[src/rtl/trig_stats_pkg.sv]
package trig_stats_pkg;
  localparam int CH_BUSY = 0;
  localparam int CH_ERR  = 1;
  localparam int NUM_CH  = 2;
endpackage

[src/rtl/trig_rst_sync.sv]
module trig_rst_sync (
  input  logic clk,
  input  logic rst_n,
  output logic srst_n
);
  logic meta_q;
  logic sync_q;

  always_ff @(posedge clk or negedge rst_n) begin
    if (!rst_n) begin
      meta_q <= 1'b0;
      sync_q <= 1'b0;
    end else begin
      meta_q <= 1'b1;
      sync_q <= meta_q;
    end
  end

  assign srst_n = sync_q;
endmodule

[src/rtl/trig_sat_ctr.sv]
module trig_sat_ctr #(
  parameter int W = 32
) (
  input  logic         clk,
  input  logic         rst_n,
  input  logic         clr,
  input  logic         inc,
  output logic [W-1:0] q
);
  localparam logic [W-1:0] TOP = '1;

  logic [W-1:0] cnt_q;
  logic [W-1:0] cnt_d;
  logic         cnt_en;

  always_comb begin
    cnt_en = clr | (inc & (cnt_q != TOP));
    cnt_d  = clr ? '0 : cnt_q + W'(1);
  end

  always_ff @(posedge clk or negedge rst_n) begin
    if (!rst_n)      cnt_q <= '0;
    else if (cnt_en) cnt_q <= cnt_d;
  end

  assign q = cnt_q;
endmodule

[src/rtl/trig_dur_track.sv]
module trig_dur_track #(
  parameter int W = 32
) (
  input  logic         clk,
  input  logic         rst_n,
  input  logic         clr,
  input  logic         lvl,
  output logic [W-1:0] total,
  output logic [W-1:0] cur,
  output logic [W-1:0] peak
);
  localparam logic [W-1:0] TOP = '1;

  logic         prev_q;
  logic [W-1:0] cur_q, cur_d;
  logic [W-1:0] peak_q, peak_d;
  logic         upd_en;

  trig_sat_ctr #(.W(W)) u_total (
    .clk  (clk),
    .rst_n(rst_n),
    .clr  (clr),
    .inc  (lvl),
    .q    (total)
  );

  always_comb begin
    upd_en = clr | lvl;
    cur_d  = cur_q;
    peak_d = peak_q;
    if (clr) begin
      cur_d  = '0;
      peak_d = '0;
    end else if (lvl) begin
      if (!prev_q)            cur_d = W'(1);
      else if (cur_q != TOP)  cur_d = cur_q + W'(1);
      if (cur_d > peak_q)     peak_d = cur_d;
    end
  end

  always_ff @(posedge clk or negedge rst_n) begin
    if (!rst_n) begin
      prev_q <= 1'b0;
      cur_q  <= '0;
      peak_q <= '0;
    end else begin
      prev_q <= lvl & ~clr;
      if (upd_en) begin
        cur_q  <= cur_d;
        peak_q <= peak_d;
      end
    end
  end

  assign cur  = cur_q;
  assign peak = peak_q;
endmodule

[src/rtl/trig_stats.sv]
module trig_stats
  import trig_stats_pkg::*;
#(
  parameter int CNT_W  = 32,
  parameter int TIME_W = 32,
  parameter int DUR_W  = 32
) (
  input  logic              clk,
  input  logic              rst_n,
  input  logic              clr_i,
  input  logic              pass_i,
  input  logic              accept_i,
  input  logic              busy_i,
  input  logic              err_i,
  output logic [CNT_W-1:0]  pass_total_o,
  output logic [CNT_W-1:0]  event_num_o,
  output logic [CNT_W-1:0]  suppressed_o,
  output logic [TIME_W-1:0] time_now_o,
  output logic [TIME_W-1:0] accept_time_o,
  output logic [DUR_W-1:0]  busy_total_o,
  output logic [DUR_W-1:0]  busy_cur_o,
  output logic [DUR_W-1:0]  busy_max_o,
  output logic [DUR_W-1:0]  err_total_o,
  output logic [DUR_W-1:0]  err_cur_o,
  output logic [DUR_W-1:0]  err_max_o
);
  logic srst_n;

  trig_rst_sync u_rst (
    .clk   (clk),
    .rst_n (rst_n),
    .srst_n(srst_n)
  );

  trig_sat_ctr #(.W(TIME_W)) u_time (
    .clk  (clk), .rst_n(srst_n), .clr(clr_i), .inc(1'b1), .q(time_now_o)
  );

  trig_sat_ctr #(.W(CNT_W)) u_pass (
    .clk  (clk), .rst_n(srst_n), .clr(clr_i), .inc(pass_i), .q(pass_total_o)
  );

  trig_sat_ctr #(.W(CNT_W)) u_evt (
    .clk  (clk), .rst_n(srst_n), .clr(clr_i), .inc(accept_i), .q(event_num_o)
  );

  // accept timestamp
  logic [TIME_W-1:0] stamp_q, stamp_d;
  logic              stamp_en;

  always_comb begin
    stamp_en = clr_i | accept_i;
    stamp_d  = clr_i ? '0 : time_now_o;
  end

  always_ff @(posedge clk or negedge srst_n) begin
    if (!srst_n)       stamp_q <= '0;
    else if (stamp_en) stamp_q <= stamp_d;
  end

  assign accept_time_o = stamp_q;

  // suppressed triggers, clamped at zero
  assign suppressed_o = (pass_total_o >= event_num_o) ? (pass_total_o - event_num_o) : '0;

  // duration trackers, one per level input
  logic [NUM_CH-1:0] lvl;
  logic [DUR_W-1:0]  tot_w  [NUM_CH];
  logic [DUR_W-1:0]  cur_w  [NUM_CH];
  logic [DUR_W-1:0]  peak_w [NUM_CH];

  assign lvl[CH_BUSY] = busy_i;
  assign lvl[CH_ERR]  = err_i;

  for (genvar g = 0; g < NUM_CH; g++) begin : g_ch
    trig_dur_track #(.W(DUR_W)) u_dur (
      .clk  (clk),
      .rst_n(srst_n),
      .clr  (clr_i),
      .lvl  (lvl[g]),
      .total(tot_w[g]),
      .cur  (cur_w[g]),
      .peak (peak_w[g])
    );
  end

  assign busy_total_o = tot_w[CH_BUSY];
  assign busy_cur_o   = cur_w[CH_BUSY];
  assign busy_max_o   = peak_w[CH_BUSY];
  assign err_total_o  = tot_w[CH_ERR];
  assign err_cur_o    = cur_w[CH_ERR];
  assign err_max_o    = peak_w[CH_ERR];
endmodule

[config.mk]
export PLATFORM = sky130hd
export DESIGN_NAME = trig_stats
export DESIGN_NICKNAME = d
export VERILOG_FILES = /design/src/rtl/trig_stats_pkg.sv /design/src/rtl/trig_rst_sync.sv /design/src/rtl/trig_sat_ctr.sv /design/src/rtl/trig_dur_track.sv /design/src/rtl/trig_stats.sv
export SDC_FILE = /design/constraint.sdc
export NUM_CORES = 1
export LEC_CHECK = 0
export ABC_CLOCK_PERIOD_IN_PS = 12800
export BUFFER_PORTS_ARGS = -buffer_cell sky130_fd_sc_hd__buf_2
export CAP_MARGIN = 25
export CORE_MARGIN = 4
export CORE_UTILIZATION = 58
export CTS_BUF_LIST = sky130_fd_sc_hd__clkbuf_4 sky130_fd_sc_hd__clkbuf_8
export DETAILED_ROUTE_END_ITERATION = 12
export HOLD_SLACK_MARGIN = 0.03
export PLACE_DENSITY = 0.92
export SLEW_MARGIN = 20
export SYNTH_ARGS = -nofsm -noshare
export SYNTH_HDL_FRONTEND = slang
export SYNTH_SLANG_ARGS = --single-unit
[constraint.sdc]
create_clock -name clk -period 12.8 [get_ports clk]
set_input_delay 1.28 -clock clk [delete_from_list [all_inputs] [get_ports clk]]
set_output_delay 1.28 -clock clk [all_outputs]
set_load 0.005 [all_outputs]
=== After elaboration in Yosys (flattened, before gate mapping) ===
Index checks and enable logic that the tools add are counted.

* Flip-flop bits (word level): 324
* Latch bits: 0
* RAM bits: 0
* Bits in read-only memories: 0
* Input port bits: 7
* Output and inout port bits: 352
* Memories kept: 0

* Add/subtract/negate cells: 8
* Multiply operators: 0
* Divide/modulo/power cells: 0
* Order comparisons: 3
* Equality and inequality tests: 7
* Shifts and indexed selects: 0
* Muxes and demuxes: 25
* Bitwise gates (word level): 15
* Reduce and logical (&&, ||, !) cells: 8

{| class="wikitable"
|+ Operators by type and width
! kind !! number
|-
| two-way mux 32 bit || 25
|-
| adder 32 x 1 -> 32 bit (second input constant) || 7
|-
| inequality test 32 bit (second input constant) || 7
|-
| greater-than comparator 32 bit || 2
|-
| greater-or-equal comparator 32 bit || 1
|-
| subtractor 32 bit || 1
|-
| bitwise OR 1 bit || 8
|-
| nonzero test 2 bit || 4
|-
| AND 1 bit || 6
|-
| AND reduction 3 bit || 2
|-
| AND reduction 2 bit || 2
|-
| inverter 1 bit || 1
|}

=== Longest topological paths before layout ===
Gate-level depths: netlist of run 1.

* Depth in word-level cells: 9
* Depth in mapped cells: 18
* Mapped depth without buffers: 16

=== Hierarchy ===
Synthesis of run 1 repeated with hierarchy kept, for this count alone.

* Cell total of the unflattened synthesis: 2464
* Area, all modules: 22001.1 um2

{| class="wikitable"
|+ Modules (own cells, without submodules)
! module !! instances !! cells an instance !! area each (um2)
|-
| trig_sat_ctr || 5 || 198 || 1854.3
|-
| trig_dur_track at g_ch[0].u_dur || 1 || 558 || 4800.9
|-
| trig_dur_track at g_ch[1].u_dur || 1 || 476 || 4436.8
|-
| trig_stats || 1 || 437 || 3438.3
|-
| trig_rst_sync || 1 || 3 || 53.8
|}

=== Worst setup path after synthesis of run 1 ===
Ideal clock, no wire load.

* Kind: register to output
* From: register u_pass.cnt_q[0], in the netlist u_pass.q[0]
* To: output suppressed_o[23]
* Arrival time: 2753 ps
* Data required time: 11520 ps
* Setup slack: 8767 ps
* Stages on the path, launching flop included: 14
* Cells stage by stage: dfrtp_1 inv_1 ha_1 inv_1 fa_1 a21o_1 a221o_1 a21oi_1 a211oi_1 o21bai_1 a31oi_1 o21ai_1 clkbuf_1 nor2_1

* Cells in the longest elaborated chain, start to end: 2

{| class="wikitable"
|+ Ends and longest elaborated chain
! item !! line !! text
|-
| start: declaration || trig_sat_ctr.sv:12 || <nowiki>logic [W-1:0] cnt_q;</nowiki>
|-
| start signal: assignment || trig_sat_ctr.sv:23 || <nowiki>else if (cnt_en) cnt_q <= cnt_d;</nowiki>
|-
| subtractor 32 bit or greater-or-equal comparator 32 bit (tied branches) || trig_stats.sv:64 || <nowiki>assign suppressed_o = (pass_total_o >= event_num_o) ? (pass_total_o - event_num_o) : '0;</nowiki>
|-
| two-way mux 32 bit (*) || trig_stats.sv:64 ||
|-
| end: declaration || trig_stats.sv:17 || <nowiki>output logic [CNT_W-1:0] suppressed_o,</nowiki>
|}

Every way passes the cells marked *; elsewhere a longest branch is shown, timed or not.

=== Worst setup path in the final report of run 1 ===
* From: register g_ch[1].u_dur.cur_q[1]
* To: register g_ch[1].u_dur.peak_q[29]

* Cells in the longest elaborated chain, start to end: 8

{| class="wikitable"
|+ Ends and longest elaborated chain
! item !! line !! text
|-
| start: declaration || trig_dur_track.sv:15 || <nowiki>logic [W-1:0] cur_q, cur_d;</nowiki>
|-
| start signal: assignment || trig_dur_track.sv:49 || <nowiki>cur_q <= cur_d;</nowiki>
|-
| adder 32 x 1 -> 32 bit or inequality test 32 bit (tied branches) || trig_dur_track.sv:36 || <nowiki>else if (cur_q != TOP) cur_d = cur_q + W'(1);</nowiki>
|-
| two-way mux 32 bit (*) || trig_dur_track.sv:36 ||
|-
| two-way mux 32 bit (*) || trig_dur_track.sv:35 || <nowiki>if (!prev_q) cur_d = W'(1);</nowiki>
|-
| two-way mux 32 bit (*) || trig_dur_track.sv:34 || <nowiki>end else if (lvl) begin</nowiki>
|-
| two-way mux 32 bit (*) || trig_dur_track.sv:31 || <nowiki>if (clr) begin</nowiki>
|-
| greater-than comparator 32 bit or two-way mux 32 bit (tied branches) || trig_dur_track.sv:37 || <nowiki>if (cur_d > peak_q) peak_d = cur_d;</nowiki>
|-
| nonzero test 2 bit (no line) or two-way mux 32 bit (tied branches) || - ||
|-
| AND reduction 3 bit (no line) or two-way mux 32 bit (tied branches) || - ||
|-
| end signal: assignment || trig_dur_track.sv:50 || <nowiki>peak_q <= peak_d;</nowiki>
|-
| end: declaration || trig_dur_track.sv:16 || <nowiki>logic [W-1:0] peak_q, peak_d;</nowiki>
|}

Every way passes the cells marked *; elsewhere a longest branch is shown, timed or not. The select of a mux whose other input is x is not followed.
A chain may end at the register's enable or synchronous reset.

==> impl_metrics.yaml, run 1 <==
status:
  outcome: "complete, no violations"
floorplan:
  rows: 67
  io_pins: 359
  initial_utilization_pct: 58.76
  chipHeight_um: 192.3
  die_area_um2: 36990
  core-area_um2: 33530
  fp.dieW_um: 192.3
synth:
  synth-simple-area-share_pct: 22.12
  ys_seq_area_share_pct: 41.15
  synth_edf_count: 0
  synth_compound_area_share_pct: 8.458
  synthMuxAreaShare_pct: 8.331
  yosysWarnings: 0
  synthArstFlopShare_pct: 100.0
  synthXorXnorAreaFrac_pct: 9.112
  synthTopCellsByArea: "dfrtp_1, mux2i_1, nor2_1"
  yosysTopAreaCellShare_pct: 41.15
  syn-instance-count: 2181
  synthAdderAreaFrac_pct: 6.642
  synth_cell_type_count: 66
  ys.flop_type: "dfrtp_1"
  synth.largest_area_cell: "dfrtp_1"
  synth_seq_cells: 324
  synth_top_family_by_area: "simple AND/OR/NAND/NOR gates"
  synth.cell_area_um2: 19710
  syn_avg_cell_area_um2: 9.035
  syn_nets: 2292
global_route:
  antenna_found_initial: 0
  grt_max_degree: 125
  grt_use_total_pct: 30.46
  grt_pass1_vias: 17627
  grt_pass1_wl_mm: 92.01
  grt_remaining_overflow: 0
critical_path:
  rr_endpoint: "g_ch[1].u_dur.peak[29]"
  reg2reg_depth: 15
  worstPathArrival_ns: 5.95
  endpoint_kind: "register"
  r2r_slack_ns: 7.33
  crit_required_ns: 13.27
  startpoint_type: "register"
  crit_fanout: 21
  worstReg2RegStart: "g_ch[1].u_dur.cur[1]"
  critical_path_class: "reg2reg"
place:
  placed_cells: 2904
  hpwl_mm: 41.67
  place_congestion: 1.011
  port_buffers: 358
  placed_area_um2: 21810
sta:
  rsz0062_at_grt: "no"
  fmax_mhz: 182.7
  slew_viol_final: 0
  finalSetupTns_ns: 0
  finalHoldViolCount: 0
  post-route-period-util_pct: 42.75
  fin_worst_skew_ns: 0.01858
  relSlewSlack_pct: 32.75
  min_period_ns: 5.472
  worst_slew_pin_slew_ns: 1.008
  setup_viol: 0
clocking:
  htreeDepth: 2
  cts_setup_buffers: 0
  cts_root_buf: "clkbuf_8"
  cts_max_path_buffers: 3
  clk_pin_slew_ns: 0.06
  tritoncts: "done"
  clk_latency_ns: 0.61
  cts.repair.resized: 0
  cts_buffers: 55
  cts.sinks: 324
  cts_hold_buf: 0
pwr:
  vdd_ir_drop_max_v: 0.00007338
  leakagePower_nw: 12.03
  powerDensity_nw_per_um2: 100.6
route:
  drc: 0
  drt-total-wl_mm: 57.52
  highest_layer: "met4"
  dr_wl_met2_mm: 26.99
  avgViaCountPerCell: 5.942
  wl_per_cell_um: 19.15
  wl_met3_mm: 4.980
  drt_pass1_iterations: 8
  detail-route-antenna-nets: 0
  wl_met1_mm: 23.17
  initialDrtViolationCount: 1377
  vias: 17850
worst_hold_path:
  hold_depth: 0
  worstHoldEndpoint: "u_rst.srst_n"
  min_path_type: "reg2reg"
  hold_start: "u_rst.meta_q"
finish:
  diodes: 0
  instances_no_fill: 3004
  synthToLayoutAreaGrowth_pct: 17.38
  drive_gt1_share_pct: 19.05
  fin_nets: 2626
  stdcell_area_um2: 23130
run:
  drv_cap: 0
[flip-flops by register name, indices dropped and copies added (netlist names)]
register and count:
g_ch.u_dur.peak 64, accept_time_o 32, u_evt.q 32, g_ch.u_dur.cur 64, u_rst.meta_q 1, u_time.q 32
g_ch.u_dur.prev_q 2, u_pass.q 32, g_ch.u_dur.u_total.q 64, u_rst.srst_n 1
[synthesized netlist by cell type (all sizes together), types with 2 or more instances]
cell type	count
o21bai	6
a21o	47
nor4b	3
buf	25
nand3	85
nand2	122
or4	6
or2	5
and3	38
a21oi	73
o31ai	8
nor2b	10
nor3	30
o21ai	62
mux2i	164
and2	16
ha	103
xnor2	100
inv	118
a211o	2
nor2	423
o41ai	3
o21a	6
a21boi	2
o211ai	7
and4	34
nor4	15
nand4	71
or3	34
o211a	5
o2111ai	8
clkbuf	69
a31oi	6
a211oi	12
a221oi	2
nand3b	6
nand2b	8
xor2	105
dfrtp	324
a41oi	2
[placed cells by master, fill, tap and decap left out, types with 7 or more instances in the layout]
cell | netlist | layout
a21o_1 | 47 | 47
nor2_1 | 423 | 423
and2_1 | 16 | 16
clkbuf_4 | 0 | 15
and3_1 | 38 | 38
or3_1 | 34 | 34
buf_4 | 0 | 11
o211ai_1 | 7 | 7
o31ai_1 | 8 | 8
o2111ai_1 | 8 | 8
mux2i_1 | 164 | 164
xor2_1 | 105 | 105
nand3_1 | 85 | 85
nor3_1 | 30 | 29
clkinv_2 | 0 | 8
nand2_1 | 122 | 122
nor4_1 | 14 | 14
o21ai_0 | 59 | 59
dfrtp_1 | 324 | 323
nor2b_1 | 10 | 10
clkbuf_8 | 0 | 69
nand2b_1 | 8 | 8
inv_1 | 118 | 118
a21oi_1 | 73 | 72
buf_2 | 9 | 357
nand4_1 | 70 | 70
a211oi_1 | 11 | 11
ha_1 | 103 | 103
and4_1 | 33 | 33
xnor2_1 | 100 | 100
[power by group]
group	switching (mW)	internal, mW
clock network	0.433	0.629
registers	0.0128	1.03
logic	0.137	0.0855
[per-layer routing]
layer,vias up,global-route usage [%]
met1,8700,39.59
li1,8210,-
met2,778,49.34
met5,-,0
met3,162,7.381
met4,0,12.21
[critical path: stages (launching register included)]
cell and delay (ns):
dfrtp_1 0.45, ha_1 0.41, and3_1 0.23, nand3_1 0.44
o2111ai_1 0.79, o21ai_0 0.26, a21oi_1 0.34, ha_1 0.21
nand4_1 0.16, or3_1 0.42, nor2_1 0.15, o31ai_1 0.13
a21oi_4 0.53, buf_4 0.46, mux2i_1 0.25, nor2_1 0.07
[final cells by class]
type	count	area (um2)
fill	2568	10400
multi-input combinational	1645	10810
clock buffer	84	1062
clock inverter	14	198.9
timing repair buffer	371	1939
tap	448	560.5
inverter	118	442.9
sequential	324	8112
[cell families (layout without fill, tap and decap cells)]
logic type	after synthesis	after routing
and+or+nand+nor	911	911
DFF	324	324
AOI/OAI and AO/OA	260	260
buffers and inverters	212	587
xor gates and xnor gates	205	205
muxes	164	164
adders and majority gates	104	104
other	1	1
[stage by stage]
stage                     worst slack [ns]  power, mW  util (%)  hold WS, ns
final                                7.328      2.327     68.98       0.3547
after floorplan                      3.102      1.205         -       0.3312
after global routing                 6.972      2.416     68.98       0.3706
after detailed placement             7.610      1.280     65.03       0.3442
after CTS                            7.394      2.341     68.79       0.3576
after global placement               7.785      1.275     65.03       0.3348
[how the worst max path moves through the flow]
stage                         start                      to  slack, ns  cells after the start
3_3_place_gp   g_ch[1].u_dur.cur[0]  g_ch[1].u_dur.peak[14]       7.78                     15
6_report       g_ch[1].u_dur.cur[1]  g_ch[1].u_dur.peak[29]       7.33                     15
5_1_grt        g_ch[1].u_dur.cur[1]   g_ch[1].u_dur.peak[6]       6.97                     15
2_1_floorplan          u_rst.srst_n        accept_time_o[0]       3.10                      0
3_5_place_dp   g_ch[1].u_dur.cur[0]  g_ch[1].u_dur.peak[10]       7.61                     15
4_1_cts                 u_pass.q[0]        suppressed_o[19]       7.39                     13
No activity file was read; power rests on OpenSTA's default activity.
==> inputs of run 2 (changes only) <==
--- a/config.mk
+++ b/config.mk
@@ -5,15 +5,16 @@
 export SDC_FILE = /design/constraint.sdc
 export NUM_CORES = 1
 export LEC_CHECK = 0
-export ABC_CLOCK_PERIOD_IN_PS = 12800
+export ABC_AREA = 1
+export ABC_CLOCK_PERIOD_IN_PS = 4500
 export BUFFER_PORTS_ARGS = -buffer_cell sky130_fd_sc_hd__buf_2
 export CAP_MARGIN = 25
 export CORE_MARGIN = 4
-export CORE_UTILIZATION = 58
+export CORE_UTILIZATION = 54
 export CTS_BUF_LIST = sky130_fd_sc_hd__clkbuf_4 sky130_fd_sc_hd__clkbuf_8
 export DETAILED_ROUTE_END_ITERATION = 12
 export HOLD_SLACK_MARGIN = 0.03
-export PLACE_DENSITY = 0.92
+export PLACE_DENSITY = 0.88
 export SLEW_MARGIN = 20
 export SYNTH_ARGS = -nofsm -noshare
 export SYNTH_HDL_FRONTEND = slang
==> constraint.sdc (replaced) <==
create_clock -name clk -period 4.5 [get_ports clk]
set_input_delay 0.45 -clock clk [delete_from_list [all_inputs] [get_ports clk]]
set_output_delay 0.45 -clock clk [all_outputs]
set_load 0.005 [all_outputs]
==> impl_metrics.yaml, run 2 <==
status:
  outcome: "complete, no violations"
clocking:
  cts.repair.resized: 0
  htreeDepth: 2
  cts_setup_buffers: 0
  clk_pin_slew_ns: 0.06
  clk_latency_ns: 0.65
  cts_root_buf: "clkbuf_8"
  cts_hold_buf: 1
  cts.sinks: 324
  cts_max_path_buffers: 3
  cts_buffers: 57
  tritoncts: "done"
sta:
  relSlewSlack_pct: 31.93
  finalSetupTns_ns: 0
  worst_slew_pin_slew_ns: 1.021
  slew_viol_final: 0
  fin_worst_skew_ns: 0.01483
  hold_ws_ns: 0.1289
  fmax_mhz: 250.0
  setup_viol: 0
  layout_setup_ws_ns: 0.5006
  post-route-period-util_pct: 88.88
  finalHoldViolCount: 0
  rsz0062_at_grt: "no"
  min_period_ns: 3.999
synth:
  syn_avg_cell_area_um2: 6.580
  synthTopCellsByCount: "nand2_1, inv_1, nor2_1"
  synthMuxAreaShare_pct: 0
  synth_seq_cells: 324
  syn_nets: 3706
  synthXorXnorAreaFrac_pct: 2.036
  ys_seq_area_share_pct: 34.27
  synth_top_family_by_area: "simple AND/OR/NAND/NOR gates"
  synth_cell_type_count: 50
  syn-instance-count: 3595
  synthAdderAreaFrac_pct: 5.533
  yosysMostFrequentCell: "nand2_1"
  synth.cell_area_um2: 23660
  yosysWarnings: 0
  yosysTopAreaCellShare_pct: 34.27
  ys.flop_type: "dfrtp_1"
  synth_compound_area_share_pct: 9.262
  synth-simple-area-share_pct: 38.52
  synth.largest_area_cell: "dfrtp_1"
  synthTopCellsByArea: "dfrtp_1, nand2_1, inv_1"
  synthArstFlopShare_pct: 100.0
  synth_edf_count: 0
critical_path:
  worst-path-buf-inv: 3
  startpoint_type: "register"
  worstPathArrival_ns: 3.55
  slowest_delay_ns: 0.48
  critical_path_class: "reg2out"
  r2r_slack_ns: 0.62
  endpoint_kind: "output port"
  path_common_cell: "nand2_1"
  crit_required_ns: 4.05
  cp_cell_sequence: "inv_1, ha_1, inv_1, fa_1, nand2_1, o21ai_1, nand2_1, nand2_1, nand2_1, nand2_1, nand2_1, nand2_1, nor2_2, a21oi_1, buf_2"
  crit_fanout: 15
  crit_family: "simple AND/OR/NAND/NOR gates"
  slowest_stage: "nor2_2"
worst_hold_path:
  min_path_type: "in2async"
route:
  drt-total-wl_mm: 81.72
  avgViaCountPerCell: 5.715
  vias: 26028
  detail-route-antenna-nets: 0
  wl_per_cell_um: 17.94
  drt_pass1_iterations: 6
  initialDrtViolationCount: 2915
  drc: 0
global_route:
  grt_pass1_wl_mm: 128.2
  grt_max_degree: 148
  antenna_found_initial: 0
  grt_pass1_vias: 24190
  grt_use_total_pct: 33.46
  grt_remaining_overflow: 0
place:
  post-place-ws_ns: 0.6770
  hpwl_mm: 61.79
  place_congestion: 1.026
  port_buffers: 358
floorplan:
  io_pins: 359
  rows: 76
  core-area_um2: 43170
  chipHeight_um: 217.3
  initial_utilization_pct: 54.79
  fp.dieW_um: 217.3
  die_area_um2: 47220
finish:
  layout_commonest_cell: "nand2_1"
  drive_gt1_share_pct: 15.12
  layout_common_cells: "nand2_1, inv_1, nor2_1"
  multi_input_area_um2: 13110
  synthToLayoutAreaGrowth_pct: 14.48
  fin_nets: 4041
  nFillCells: 4133
  seq_area_um2: 8112
  utilization_pct: 62.73
  diodes: 0
pwr:
  leakagePower_nw: 14.03
  vdd_ir_drop_max_v: 0.0002067
  powerDensity_nw_per_um2: 240.9
  power.total_mw: 6.523
run:
  drv_cap: 0
[run 2: cell types whose count changed in the layout (fill, tap and decap cells not counted), sizes merged, moves of 34 or more]
cell,before,now
a21o,47,4
and3,38,3
and4,34,0
inv,118,518
mux2i,164,0
nand2,122,1056
nand3,85,332
nand4,71,111
nor3,30,125
o21ai,62,233
or3,34,0
xnor2,100,11
xor2,105,44
[run 2: stage by stage]
step	std cells	instance area, um2
floorplan	3595	23660
global placement	4454	25870
detailed placement	4454	25870
CTS	4553	27070
global route	4554	27080
finish	4554	27080
[run 2: area by class of cell]
cell class | count | share of cell area [%]
multi-input combinational | 2648 | 48.40
sequential | 324 | 29.95
timing repair buffer | 379 | 7.323
inverter | 520 | 7.236
clock buffer | 80 | 3.719
tap | 585 | 2.703
clock inverter | 18 | 0.6607
[run 2: power by group]
| group | switching [mW] | internal, mW | total (mW) | leakage, nW |
|---|---|---|---|---|
| Clock | 1.30 | 1.61 | 2.92 | 0.635 |
| Sequential | 0.0327 | 2.93 | 2.96 | 4.51 |
| Combinational | 0.467 | 0.177 | 0.644 | 8.89 |
| Total | 1.80 | 4.72 | 6.52 | 14.0 |
[run 2: cell families after synthesis]
logic type | after synthesis
AOI/OAI and AO/OA | 398
xor gates and xnor gates | 55
adders and majority gates | 104
buffers and inverters | 623
DFF | 324
other | 1
and+or+nand+nor | 2090
[run 2: path summary, 6_finish.rpt]
kind                                 startpoint                         end  cells after the start
hold / removal                            rst_n                u_rst.srst_n                      2
min in group clk                       accept_i           accept_time_o[21]                      3
hold reg to reg                    u_rst.srst_n  g_ch[1].u_dur.u_total.q[2]                      0
max in group asynchronous          u_rst.srst_n        g_ch[1].u_dur.cur[5]                      1
setup reg to reg           g_ch[1].u_dur.cur[0]       g_ch[1].u_dur.peak[7]                     20
setup / recovery                    u_pass.q[0]            suppressed_o[17]                     15
[run 2: layer usage]
layer | GRT usage [%] | share of wire (%) | vias up
li1 | - | - | 12308
met1 | 45.01 | 40 | 12084
met2 | 52.23 | 44 | 1398
met3 | 7.079 | 10 | 238
met4 | 15.03 | 5.0 | 0
met5 | 0 | 0 | -
[run 2: worst reg2reg max path, delay by kind of cell, from the launching register on]
kind                     cells  cell delay, ns
AO/OA/AOI/OAI                2            0.35
adder cells (fa/ha/maj)      2            0.58
flip-flops                   1            0.47
AND/OR/NAND/NOR             12            1.78
buffers and inverters        4            0.64
==> inputs of run 3 (changes only) <==
--- a/config.mk
+++ b/config.mk
@@ -10,11 +10,12 @@
 export BUFFER_PORTS_ARGS = -buffer_cell sky130_fd_sc_hd__buf_2
 export CAP_MARGIN = 25
 export CORE_MARGIN = 4
-export CORE_UTILIZATION = 54
+export CORE_UTILIZATION = 45
 export CTS_BUF_LIST = sky130_fd_sc_hd__clkbuf_4 sky130_fd_sc_hd__clkbuf_8
 export DETAILED_ROUTE_END_ITERATION = 12
 export HOLD_SLACK_MARGIN = 0.03
-export PLACE_DENSITY = 0.88
+export MAX_ROUTING_LAYER = met4
+export PLACE_DENSITY = 0.77
 export SLEW_MARGIN = 20
 export SYNTH_ARGS = -nofsm -noshare
 export SYNTH_HDL_FRONTEND = slang
==> impl_metrics.yaml, run 3 (synthesis gave the netlist of run 2 again) <==
sta:
  slew_viol_final: 0
  worst_slew_pin_slew_ns: 0.9787
  finalSetupTns_ns: 0
  fin_worst_skew_ns: 0.03968
  relSlewSlack_pct: 34.56
  rsz0062_at_grt: "no"
  post-route-period-util_pct: 90.78
  finalHoldViolCount: 0
  min_period_ns: 4.085
  fmax_mhz: 244.8
  hold_ws_ns: 0.1768
  setup_viol: 0
  layout_setup_ws_ns: 0.4150
global_route:
  grt_use_total_pct: 29.55
  grt_pass1_wl_mm: 131.4
  antenna_found_initial: 2
  grt_pass1_vias: 23886
  grt_remaining_overflow: 0
  grt_max_degree: 165
route:
  drt-total-wl_mm: 83.68
  avgViaCountPerCell: 5.450
  highest_layer: "met4"
  wl_met1_mm: 35.57
  vias: 25407
  drt_pass1_iterations: 6
  drc: 0
  initialDrtViolationCount: 2339
  detail-route-antenna-nets: 0
  wl_met3_mm: 7.393
  dr_wl_met2_mm: 36.80
  wl_per_cell_um: 17.95
clocking:
  tritoncts: "done"
  clk_pin_slew_ns: 0.06
  cts_root_buf: "clkbuf_8"
  cts_max_path_buffers: 3
  clk_latency_ns: 0.68
  cts_buffers: 61
  cts.repair.resized: 0
  cts.sinks: 324
  htreeDepth: 2
pwr:
  leakagePower_nw: 14.15
  vdd_ir_drop_max_v: 0.0001744
  powerDensity_nw_per_um2: 249.1
finish:
  fin_nets: 4052
  drive_gt1_share_pct: 15.33
  layout_commonest_cell: "nand2_1"
  synthToLayoutAreaGrowth_pct: 16.01
  layout_common_cells: "nand2_1, inv_1, nor2_1"
critical_path:
  startpoint_type: "register"
  worstReg2RegStart: "g_ch[0].u_dur.cur[0]"
  endpoint_kind: "output port"
  critical_path_class: "reg2out"
  critPathLaunch: "u_pass.q[0]"
  worstPathArrival_ns: 3.63
  crit_required_ns: 4.05
  crit_fanout: 15
floorplan:
  die_area_um2: 56300
  initial_utilization_pct: 45.74
  io_pins: 359
  core-area_um2: 51720
  chipHeight_um: 237.3
  rows: 83
  fp.dieW_um: 237.3
status:
  outcome: "complete, no violations"
worst_hold_path:
  hold_start: "accept_i"
  min_path_type: "in2reg"
place:
  hpwl_mm: 63.44
  place_congestion: 0.9998
  post-place-ws_ns: 0.8212
  port_buffers: 358
run:
  drv_cap: 0
[run 3: cell types whose count changed in the layout (fill, tap and decap cells not counted)]
cell           delta
inv_6             -1
buf_4             +4
clkbuf_8         +14
bufinv_16         +1
diode_2           +2
clkinv_4          -1
buf_8             +1
buf_12            +2
buf_6             -1
dlygate4sd3_1     +1
clkinv_2          -7
clkbuf_4          -2
[run 3: worst max-delay path: stages (launching register included)]
cell and delay, ns:
dfrtp_1 0.40, inv_1 0.17, ha_1 0.19, inv_1 0.07, fa_1 0.45, nand2_1 0.13
o21ai_1 0.12, nand2_1 0.09, nand2_1 0.10, nand2_1 0.08, nand2_1 0.10, nand2_1 0.11
nand2_1 0.08, nor2_2 0.55, a21oi_1 0.17, buf_2 0.18
[run 3: where the power goes]
part           total, mW  internal [mW]  switching [mW]
Combinational      0.645          0.180           0.465
Clock               3.23           1.89            1.34
Sequential          2.96           2.93          0.0330
Total               6.84           5.00            1.84
[run 3: layer usage]
metal,up-vias,GRT usage (%)
li1,12322,-
met1,11852,39.12
met2,1016,43.82
met3,217,6.729
met4,0,12.33
met5,-,-
[run 3: final timing paths]
| kind | end | slack, ns | depth (start not counted) |
|---|---|---|---|
| min reg2reg | g_ch[1].u_dur.u_total.q[2] | 0.33 | 0 |
| max reg2reg | g_ch[0].u_dur.peak[6] | 0.71 | 19 |
| max in group asynchronous | u_time.q[15] | 2.95 | 1 |
| max | suppressed_o[18] | 0.42 | 15 |
| min in group asynchronous | g_ch[1].u_dur.u_total.q[2] | 0.33 | 0 |
| min | accept_time_o[21] | 0.18 | 3 |
[run 3: through the flow]
stage	power, mW	util, %	instances	area (um2)
after floorplan	3.425	-	3595	23660
after global placement	3.652	50.39	4555	26060
after detailed placement	3.656	50.39	4555	26060
after CTS	6.907	53.02	4659	27420
after global routing	7.123	53.06	4662	27440
final	6.836	53.06	4662	27440
[run 3: what timing repair did]
action,4_1_cts,5_1_grt
buffers inserted,0,0
hold buffers,2,0
endpoints found under the hold margin,2,0
endpoints found under the setup margin,0,0
[run 3: layout make-up]
class / instances / area [um2]
Multi-Input combinational cell: 2648 / 13110
Clock inverter: 10 / 156.4
Sequential cell: 324 / 8112
Antenna cell: 2 / 5.005
Fill cell: 5234 / 24270
Tap cell: 680 / 850.8
Inverter: 520 / 1959
Clock buffer: 92 / 1185
Timing Repair Buffer: 386 / 2067
